--- src/rtl/sguard_pkg.sv ---
package sguard_pkg;

  localparam logic [2:0] OP_PROG    = 3'd0;
  localparam logic [2:0] OP_ERASE   = 3'd1;
  localparam logic [2:0] OP_KEY     = 3'd2;
  localparam logic [2:0] OP_MASTER  = 3'd3;
  localparam logic [2:0] OP_RELOCK  = 3'd4;
  localparam logic [2:0] OP_PWDMODE = 3'd5;

  typedef enum logic [2:0] {
    CS_OK      = 3'd0,
    CS_TARGET  = 3'd1,
    CS_BLOCKED = 3'd2,
    CS_KEY     = 3'd3,
    CS_BUDGET  = 3'd4,
    CS_ARG     = 3'd5
  } cause_e;

  typedef struct packed {
    logic setBit;
    logic clearAll;
    logic setUnlock;
    logic clrUnlock;
    logic setMaster;
    logic setPwd;
  } strobe_t;

endpackage

--- src/rtl/sguard_grpmap.sv ---
module sguard_grpmap #(
  parameter int NUM_SECTORS  = 11,
  parameter int HEAD_SECTORS = 4,
  parameter int TAIL_SIZE    = 2,
  parameter int SECT_BITS    = 4,
  parameter int GRP_BITS     = 3
) (
  input  logic [SECT_BITS-1:0] sect,
  output logic [GRP_BITS-1:0]  grp,
  output logic                 inRange
);

  logic [GRP_BITS-1:0] grpTab [NUM_SECTORS];

  for (genvar i = 0; i < NUM_SECTORS; i++) begin : g_tab
    localparam int GIDX = (i < HEAD_SECTORS) ? 0 : 1 + (i - HEAD_SECTORS) / TAIL_SIZE;
    assign grpTab[i] = GRP_BITS'(GIDX);
  end

  always_comb begin
    inRange = (int'(sect) < NUM_SECTORS);
    grp     = '0;
    for (int k = 0; k < NUM_SECTORS; k++) begin
      if (int'(sect) == k) grp = grpTab[k];
    end
  end

endmodule

--- src/rtl/sguard_ctrl.sv ---
module sguard_ctrl
  import sguard_pkg::*;
(
  input  logic       clk,
  input  logic       rstN,
  input  logic       cmdValid,
  input  logic [2:0] cmdOp,
  input  logic       tgtValid,
  input  logic       tgtSet,
  input  logic       pwdMode,
  input  logic       unlocked,
  input  logic       masterLock,
  input  logic       budgetLeft,
  input  logic       keyMatch,
  output strobe_t    stb,
  output logic       rspDone,
  output logic       rspErr,
  output logic [2:0] rspCause
);

  strobe_t nextStb;
  cause_e  cause;
  logic    gated;

  always_comb begin
    gated   = pwdMode && !unlocked;
    nextStb = '0;
    cause   = CS_OK;
    case (cmdOp)
      OP_PROG: begin
        if (gated)          cause = CS_KEY;
        else if (!tgtValid) cause = CS_ARG;
        else if (tgtSet)    cause = CS_TARGET;
        else                nextStb.setBit = 1'b1;
      end
      OP_ERASE: begin
        if (gated)            cause = CS_KEY;
        else if (masterLock)  cause = CS_BLOCKED;
        else if (!budgetLeft) cause = CS_BUDGET;
        else                  nextStb.clearAll = 1'b1;
      end
      OP_KEY: begin
        if (!pwdMode) cause = CS_ARG;
        else if (keyMatch) nextStb.setUnlock = 1'b1;
        else begin
          nextStb.clrUnlock = 1'b1;
          cause = CS_KEY;
        end
      end
      OP_MASTER: nextStb.setMaster = 1'b1;
      OP_RELOCK: nextStb.clrUnlock = 1'b1;
      OP_PWDMODE: begin
        if (pwdMode) cause = CS_ARG;
        else         nextStb.setPwd = 1'b1;
      end
      default: cause = CS_ARG;
    endcase
    if (!cmdValid) begin
      nextStb = '0;
      cause   = CS_OK;
    end
  end

  assign stb = nextStb;

  always_ff @(posedge clk or negedge rstN) begin
    if (!rstN) begin
      rspDone  <= 1'b0;
      rspErr   <= 1'b0;
      rspCause <= 3'd0;
    end else begin
      rspDone  <= cmdValid;
      rspErr   <= cmdValid && (cause != CS_OK);
      rspCause <= cause;
    end
  end

  AST_RSP_NEXT_CYCLE: assert property (@(posedge clk) disable iff (!rstN)
    cmdValid |=> rspDone);
  AST_RSP_NO_SPURIOUS: assert property (@(posedge clk) disable iff (!rstN)
    !cmdValid |=> !rspDone);
  AST_ERR_NEEDS_DONE: assert property (@(posedge clk) disable iff (!rstN)
    rspErr |-> rspDone);

endmodule

--- src/rtl/sguard_dp.sv ---
module sguard_dp
  import sguard_pkg::*;
#(
  parameter int NUM_GROUPS = 5,
  parameter int GRP_BITS   = 3,
  parameter int KEY_W      = 64,
  parameter int MAX_ERASE  = 100
) (
  input  logic                clk,
  input  logic                rstN,
  input  strobe_t             stb,
  input  logic [KEY_W-1:0]    cmdKey,
  input  logic [GRP_BITS-1:0] tgtGrp,
  input  logic                tgtValid,
  input  logic [GRP_BITS-1:0] stGrp,
  input  logic                stValid,
  input  logic [GRP_BITS-1:0] accGrp,
  input  logic                accValid,
  output logic                tgtSet,
  output logic                pwdMode,
  output logic                unlocked,
  output logic                masterLock,
  output logic                budgetLeft,
  output logic                keyMatch,
  output logic                statLocked,
  output logic                accAllowed
);

  localparam int CNT_W = $clog2(MAX_ERASE + 1);

  logic [NUM_GROUPS-1:0] protBits;
  logic [NUM_GROUPS-1:0] tgtOneHot;
  logic [KEY_W-1:0]      pwdKey;
  logic [CNT_W-1:0]      eraseCnt;

  for (genvar g = 0; g < NUM_GROUPS; g++) begin : g_dec
    assign tgtOneHot[g] = tgtValid && (int'(tgtGrp) == g);
  end

  assign tgtSet     = |(tgtOneHot & protBits);
  assign keyMatch   = (cmdKey == pwdKey);
  assign budgetLeft = (int'(eraseCnt) < MAX_ERASE);

  always_comb begin
    accAllowed = 1'b0;
    for (int g = 0; g < NUM_GROUPS; g++) begin
      if (accValid && int'(accGrp) == g) accAllowed = !protBits[g];
    end
  end

  always_ff @(posedge clk or negedge rstN) begin
    if (!rstN) begin
      protBits   <= '0;
      eraseCnt   <= '0;
      masterLock <= 1'b0;
    end else begin
      if (stb.clearAll) begin
        protBits <= '0;
        eraseCnt <= eraseCnt + 1'b1;
      end else if (stb.setBit) begin
        protBits <= protBits | tgtOneHot;
      end
      if (stb.setMaster) masterLock <= 1'b1;
    end
  end

  always_ff @(posedge clk or negedge rstN) begin
    if (!rstN) begin
      pwdKey   <= '0;
      pwdMode  <= 1'b0;
      unlocked <= 1'b0;
    end else begin
      if (stb.setPwd) begin
        pwdKey  <= cmdKey;
        pwdMode <= 1'b1;
      end
      if (stb.setUnlock)      unlocked <= 1'b1;
      else if (stb.clrUnlock) unlocked <= 1'b0;
    end
  end

  always_ff @(posedge clk or negedge rstN) begin
    if (!rstN) statLocked <= 1'b0;
    else begin
      statLocked <= 1'b1;
      for (int g = 0; g < NUM_GROUPS; g++) begin
        if (stValid && int'(stGrp) == g) statLocked <= protBits[g];
      end
    end
  end

  AST_SINGLE_RAISE: assert property (@(posedge clk) disable iff (!rstN)
    stb.setBit |=> ($countones(protBits ^ $past(protBits)) <= 1));
  AST_NO_PARTIAL_CLEAR: assert property (@(posedge clk) disable iff (!rstN)
    !stb.clearAll |=> (($past(protBits) & ~protBits) == '0));
  AST_PWD_GATE: assert property (@(posedge clk) disable iff (!rstN)
    (pwdMode && !unlocked) |-> !(stb.setBit || stb.clearAll));
  AST_MASTER_STICKY: assert property (@(posedge clk) disable iff (!rstN)
    masterLock |=> masterLock);
  AST_MASTER_NO_ERASE: assert property (@(posedge clk) disable iff (!rstN)
    masterLock |-> !stb.clearAll);
  AST_BUDGET_BOUND: assert property (@(posedge clk) disable iff (!rstN)
    stb.clearAll |-> (int'(eraseCnt) < MAX_ERASE));

endmodule

--- src/rtl/sector_guard.sv ---
module sector_guard
  import sguard_pkg::*;
#(
  parameter int NUM_SECTORS  = 11,
  parameter int HEAD_SECTORS = 4,
  parameter int TAIL_SIZE    = 2,
  parameter int OFF_BITS     = 4,
  parameter int KEY_W        = 64,
  parameter int MAX_ERASE    = 100
) (
  input  logic                                  clk,
  input  logic                                  rstN,
  input  logic                                  cmdValid,
  input  logic [2:0]                            cmdOp,
  input  logic [$clog2(NUM_SECTORS)-1:0]        cmdSector,
  input  logic [KEY_W-1:0]                      cmdKey,
  output logic                                  rspDone,
  output logic                                  rspErr,
  output logic [2:0]                            rspCause,
  input  logic [$clog2(NUM_SECTORS)-1:0]        statSector,
  output logic                                  statLocked,
  input  logic [$clog2(NUM_SECTORS)+OFF_BITS-1:0] accAddr,
  output logic                                  accAllowed
);

  localparam int SECT_BITS  = $clog2(NUM_SECTORS);
  localparam int NUM_GROUPS = 1 + (NUM_SECTORS - HEAD_SECTORS + TAIL_SIZE - 1) / TAIL_SIZE;
  localparam int GRP_BITS   = (NUM_GROUPS > 1) ? $clog2(NUM_GROUPS) : 1;

  strobe_t             stb;
  logic [GRP_BITS-1:0] tgtGrp, stGrp, accGrp;
  logic                tgtValid, stValid, accValid;
  logic                tgtSet, pwdMode, unlocked, masterLock, budgetLeft, keyMatch;

  sguard_grpmap #(.NUM_SECTORS(NUM_SECTORS), .HEAD_SECTORS(HEAD_SECTORS),
    .TAIL_SIZE(TAIL_SIZE), .SECT_BITS(SECT_BITS), .GRP_BITS(GRP_BITS))
    u_mapCmd (.sect(cmdSector), .grp(tgtGrp), .inRange(tgtValid));

  sguard_grpmap #(.NUM_SECTORS(NUM_SECTORS), .HEAD_SECTORS(HEAD_SECTORS),
    .TAIL_SIZE(TAIL_SIZE), .SECT_BITS(SECT_BITS), .GRP_BITS(GRP_BITS))
    u_mapStat (.sect(statSector), .grp(stGrp), .inRange(stValid));

  sguard_grpmap #(.NUM_SECTORS(NUM_SECTORS), .HEAD_SECTORS(HEAD_SECTORS),
    .TAIL_SIZE(TAIL_SIZE), .SECT_BITS(SECT_BITS), .GRP_BITS(GRP_BITS))
    u_mapAcc (.sect(accAddr[SECT_BITS+OFF_BITS-1:OFF_BITS]), .grp(accGrp), .inRange(accValid));

  sguard_ctrl u_ctrl (
    .clk(clk), .rstN(rstN), .cmdValid(cmdValid), .cmdOp(cmdOp),
    .tgtValid(tgtValid), .tgtSet(tgtSet), .pwdMode(pwdMode), .unlocked(unlocked),
    .masterLock(masterLock), .budgetLeft(budgetLeft), .keyMatch(keyMatch),
    .stb(stb), .rspDone(rspDone), .rspErr(rspErr), .rspCause(rspCause)
  );

  sguard_dp #(.NUM_GROUPS(NUM_GROUPS), .GRP_BITS(GRP_BITS), .KEY_W(KEY_W),
    .MAX_ERASE(MAX_ERASE)) u_dp (
    .clk(clk), .rstN(rstN), .stb(stb), .cmdKey(cmdKey),
    .tgtGrp(tgtGrp), .tgtValid(tgtValid), .stGrp(stGrp), .stValid(stValid),
    .accGrp(accGrp), .accValid(accValid), .tgtSet(tgtSet), .pwdMode(pwdMode),
    .unlocked(unlocked), .masterLock(masterLock), .budgetLeft(budgetLeft),
    .keyMatch(keyMatch), .statLocked(statLocked), .accAllowed(accAllowed)
  );

endmodule

--- config.mk ---
export PLATFORM = sky130hd
export DESIGN_NAME = sector_guard
export DESIGN_NICKNAME = d
export VERILOG_FILES = /design/src/rtl/sguard_pkg.sv /design/src/rtl/sguard_grpmap.sv /design/src/rtl/sguard_ctrl.sv /design/src/rtl/sguard_dp.sv /design/src/rtl/sector_guard.sv
export SDC_FILE = /design/constraint.sdc
export NUM_CORES = 1
export LEC_CHECK = 0
export BUFFER_PORTS_ARGS = -buffer_cell sky130_fd_sc_hd__buf_2
export CELL_PAD_IN_SITES_DETAIL_PLACEMENT = 1
export CELL_PAD_IN_SITES_GLOBAL_PLACEMENT = 1
export CORE_ASPECT_RATIO = 1.5
export CORE_UTILIZATION = 43
export DETAILED_ROUTE_END_ITERATION = 10
export GPL_TIMING_DRIVEN = 0
export PLACE_DENSITY_LB_ADDON = 0.1
export SYNTH_ARGS = -nofsm -noshare
export SYNTH_HDL_FRONTEND = slang
export SYNTH_HIERARCHICAL = 1
export SYNTH_SLANG_ARGS = --single-unit
--- constraint.sdc ---
create_clock -name clk -period 2.8 [get_ports clk]
set_input_delay 0.42 -clock clk [delete_from_list [all_inputs] [get_ports clk]]
set_output_delay 0.42 -clock clk [all_outputs]
set_load 0.02 [all_outputs]
==> flow_summary_export.csv <==
group,metric,value,unit
yosys,synth_edf_count,0,
grt,grt_usage,0.2018,
critical_path,cp_max_fo,5,
critical_path,path_delay_family,"simple AND/OR/NAND/NOR gates",
timing,skew,0.006046,ns
yosys,yosysTopAreaCellShare,0.4877,
yosys,synth_nets,439,
die,die_h,125.4,um
placed_design,dpl.hpwl,7293,um
die,dieArea,10560,um^2
detailed_routing,wl,9802,um
critical_path,cp-end-kind,"flip-flop",
cells_and_area,seq_area,2127,um^2
yosys,async_flop_share,1.000,
cells_and_area,nFillCells,1055,
clocking,clock_sinks,85,
yosys,yosys_warnings,6,
yosys,synth_area,4362,um^2
timing,hold_ws,-0.0008809,ns
yosys,ys_ff_latch,85,
placed_design,postPlaceCellArea,4971,um^2
yosys,synthTopCellsByArea,"dfrtp_1, mux2_2, xor2_1, nor4_1, nand2_1",
detailed_routing,drtAntennaViolNets,0,
die,core-area,9744,um^2
critical_path,reg2reg_depth,8,
pwr,power_switching_share,0.2766,
yosys,ys.flop_type,"dfrtp_1",
die,die_w,84.24,um
timing,slew_headroom,0.5281,
cells_and_area,drive_gt1_frac,0.4367,
clocking,clkTransAtPathRegs,0.06,ns
timing,finalCriticalPeriod,2.639,ns
yosys,yosysTopAreaCell,"dfrtp_1",
clocking,clk_path_buf_depth,2,
yosys,postSynthCellCount,352,
timing,tightest_slew,0.6990,ns
placed_design,port-buffer-count,87,
clocking,cts_tree,"done",
timing,timing.final.ws_setup,0.1612,ns
pwr,finalPower,4.312,mW
grt,grt_pass1_wl,16310,um
grt,grt_max_degree,61,
critical_path,cp_num_buf_inv,2,
detailed_routing,wl_per_cell,17.11,um
die,rows,44,
yosys,synth_cell_types,45,
run_status,status,"finished, violations left",
yosys,seq_area_frac_synth,0.4877,
clocking,h-tree-depth,3,
detailed_routing,viasPerCell,5.335,
detailed_routing,vias,3057,
clocking,hold_buffers,0,
pwr,irDropWorstVdd,0.0004478,V
critical_path,critical_path_depth,12,
critical_path,critical-path-slowest-cell,"or4_1",
job,maxCapViolations,0,
critical_path,cp-start-kind,"input pin",
placed_design,dp_cells,555,
grt,grt_pass1_vias,3433,
die,ios,93,
cells_and_area,antenna_cells,0,
min_path,hp-class,"input pin to async pin",
timing,setup_viol,0,
cells_and_area,finish.instance_area,5333,um^2
cells_and_area,final_cells,573,
critical_path,criticalPathCategory,"input pin to flip-flop",
die,start_util,0.4476,
critical_path,crit_top_cell,"nand2b_1",
clocking,cts_made_buffers,9,
critical_path,critical_path_arrival,2.91,ns
detailed_routing,drc,10,
pwr,power.density,808.6,nW/um^2
grt,overflow,0,
timing,hold_violations,1,
cells_and_area,multi_input_area,2192,um^2
timing,clock.fmax,0.3790,GHz
pwr,p_sw,1.193,mW
detailed_routing,first_iter_violations,113,
timing,maxSlewViolCount,0,
detailed_routing,drt_pre_antenna_iters,7,
pwr,power_frac_seq,0.454,
cells_and_area,nNetsFinal,540,
pwr,leakagePower,2.528,nW
cells_and_area,areaGrowthSynthToFinish,22.26,%
timing,fin_tns_setup,0,ns
placed_design,place_congestion,0.7513,
clocking,clkLatencyLatePin,0.33,ns
yosys,synth.cells.most_frequent,"dfrtp_1, mux2_2, xor2_1",
clocking,clockRootBuffer,"clkbuf_16",
critical_path,cp.required,3.07,ns
yosys,syn_avg_cell_area,12.39,um^2
pwr,p_clk_frac,0.302,
critical_path,timing.critical_path.cells,"buf_2, nand2b_1, a21oi_4, mux2_2, a222oi_1, inv_1, nand2b_1, or4_1, nor2_4, nor2b_1, a21oi_1, nor2_1",
pwr,internal_power,3.119,mW
critical_path,cpPeakStageDelay,0.47,ns
yosys,post-synth-top-count-cell,"dfrtp_1",
placed_design,place_ws,-0.4821,ns
grt,antenna_found_initial,0,
pwr,pwr-share-comb,0.244,
run_status,violations,"DRC, hold timing",
timing,period_share,0.9424,
==> placed cells by master (no fill, tap or decap), types with 3 or more instances in the layout <==
| master | netlist | final |
|---|---|---|
| o21ai_0 | 3 | 3 |
| nand2b_1 | 8 | 8 |
| nor3_1 | 6 | 6 |
| a21oi_1 | 6 | 5 |
| nor4_1 | 16 | 16 |
| clkbuf_16 | 0 | 9 |
| a21o_1 | 4 | 4 |
| buf_2 | 10 | 96 |
| mux2i_1 | 3 | 3 |
| xnor2_1 | 3 | 3 |
| buf_4 | 0 | 3 |
| nand2_1 | 15 | 15 |
| xor2_1 | 67 | 67 |
| mux2_2 | 67 | 67 |
| nand2b_4 | 3 | 3 |
| inv_1 | 3 | 3 |
| nand4_1 | 6 | 6 |
| nor3b_2 | 3 | 3 |
| and2_1 | 3 | 3 |
| dfrtp_1 | 85 | 85 |
| nor2_1 | 11 | 10 |
==> power groups by stage <==
stage	sequential [mW]	combinational (mW)	clock (mW)
5_1_grt	2.01	1.17	1.38
2_1_floorplan	1.92	0.782	0
4_1_cts	1.96	1.07	1.33
3_3_place_gp	1.95	1.00	0
6_report	1.96	1.05	1.30
3_5_place_dp	1.98	1.05	0
==> layer usage <==
layer | wire length, um | GRT usage | vias to the layer above
met5 | 0 | 0 | -
met4 | 204 | 0.08012 | 0
met3 | 440 | 0.04026 | 17
met2 | 5458 | 0.3843 | 71
met1 | 3697 | 0.2140 | 1527
li1 | - | - | 1442
==> cell families after synthesis <==
| group | Yosys count | synth area share |
|---|---|---|
| compound gates | 26 | 0.04332 |
| xor+xnor | 70 | 0.1406 |
| fa+ha+maj | 1 | 0.002868 |
| buf+inv | 13 | 0.01406 |
| flops | 85 | 0.4877 |
| mux | 72 | 0.1902 |
| simple gates | 85 | 0.1213 |
==> registers in the layout (all words and copies together) (netlist names) <==
signal	cells
u_dp/pwdMode	1
u_dp/eraseCnt	7
u_dp/unlocked	1
u_ctrl/rspErr	1
u_ctrl/rspDone	1
u_dp/protBits	5
u_dp/statLocked	1
u_ctrl/rspCause	3
u_dp/masterLock	1
u_dp/pwdKey	64
==> path summary, 6_finish.rpt <==
path | end | slack, ns | startpoint
worst max-delay path | u_dp/protBits[0]$_DFFE_PN0P_ | 0.16 | cmdSector[3]
worst min-delay path | u_dp/statLocked$_DFF_PN0_ | -0.0009 | rstN
worst max register to register | u_ctrl/rspErr$_DFF_PN0_ | 0.23 | u_dp/pwdKey[3]$_DFFE_PN0P_
worst min register to register | u_dp/eraseCnt[6]$_DFFE_PN0P_ | 0.48 | u_dp/eraseCnt[6]$_DFFE_PN0P_
max in group asynchronous | u_dp/pwdKey[7]$_DFFE_PN0P_ | 2.18 | rstN
min in group clk | u_ctrl/rspDone$_DFF_PN0_ | 0.29 | cmdValid
==> timing repair <==
action | CTS | global route
endpoints found under the setup margin | 3 | 5
cloned | 0 | 0
resized for setup | 1 | 3
pin swaps | 0 | 1
buffers inserted | 0 | 2
==> cell type report <==
class,count,area share
Buffer,10,0.009385
Clock buffer,13,0.04880
Clock inverter,3,0.01267
Inverter,3,0.002112
Multi-Input combinational cell,254,0.4111
Sequential cell,85,0.3989
Tap cell,115,0.02698
Timing Repair Buffer,90,0.09010
==> metrics by stage <==
stage	util	hold slack (ns)
2_1_floorplan	-	0.1244
3_3_place_gp	0.5071	0.4539
3_5_place_dp	0.5101	0.3685
4_1_cts	0.5442	0.008932
5_1_grt	0.5473	0.02805
6_report	0.5473	-0.0008809
No activity file was read; power rests on OpenSTA's default activity.
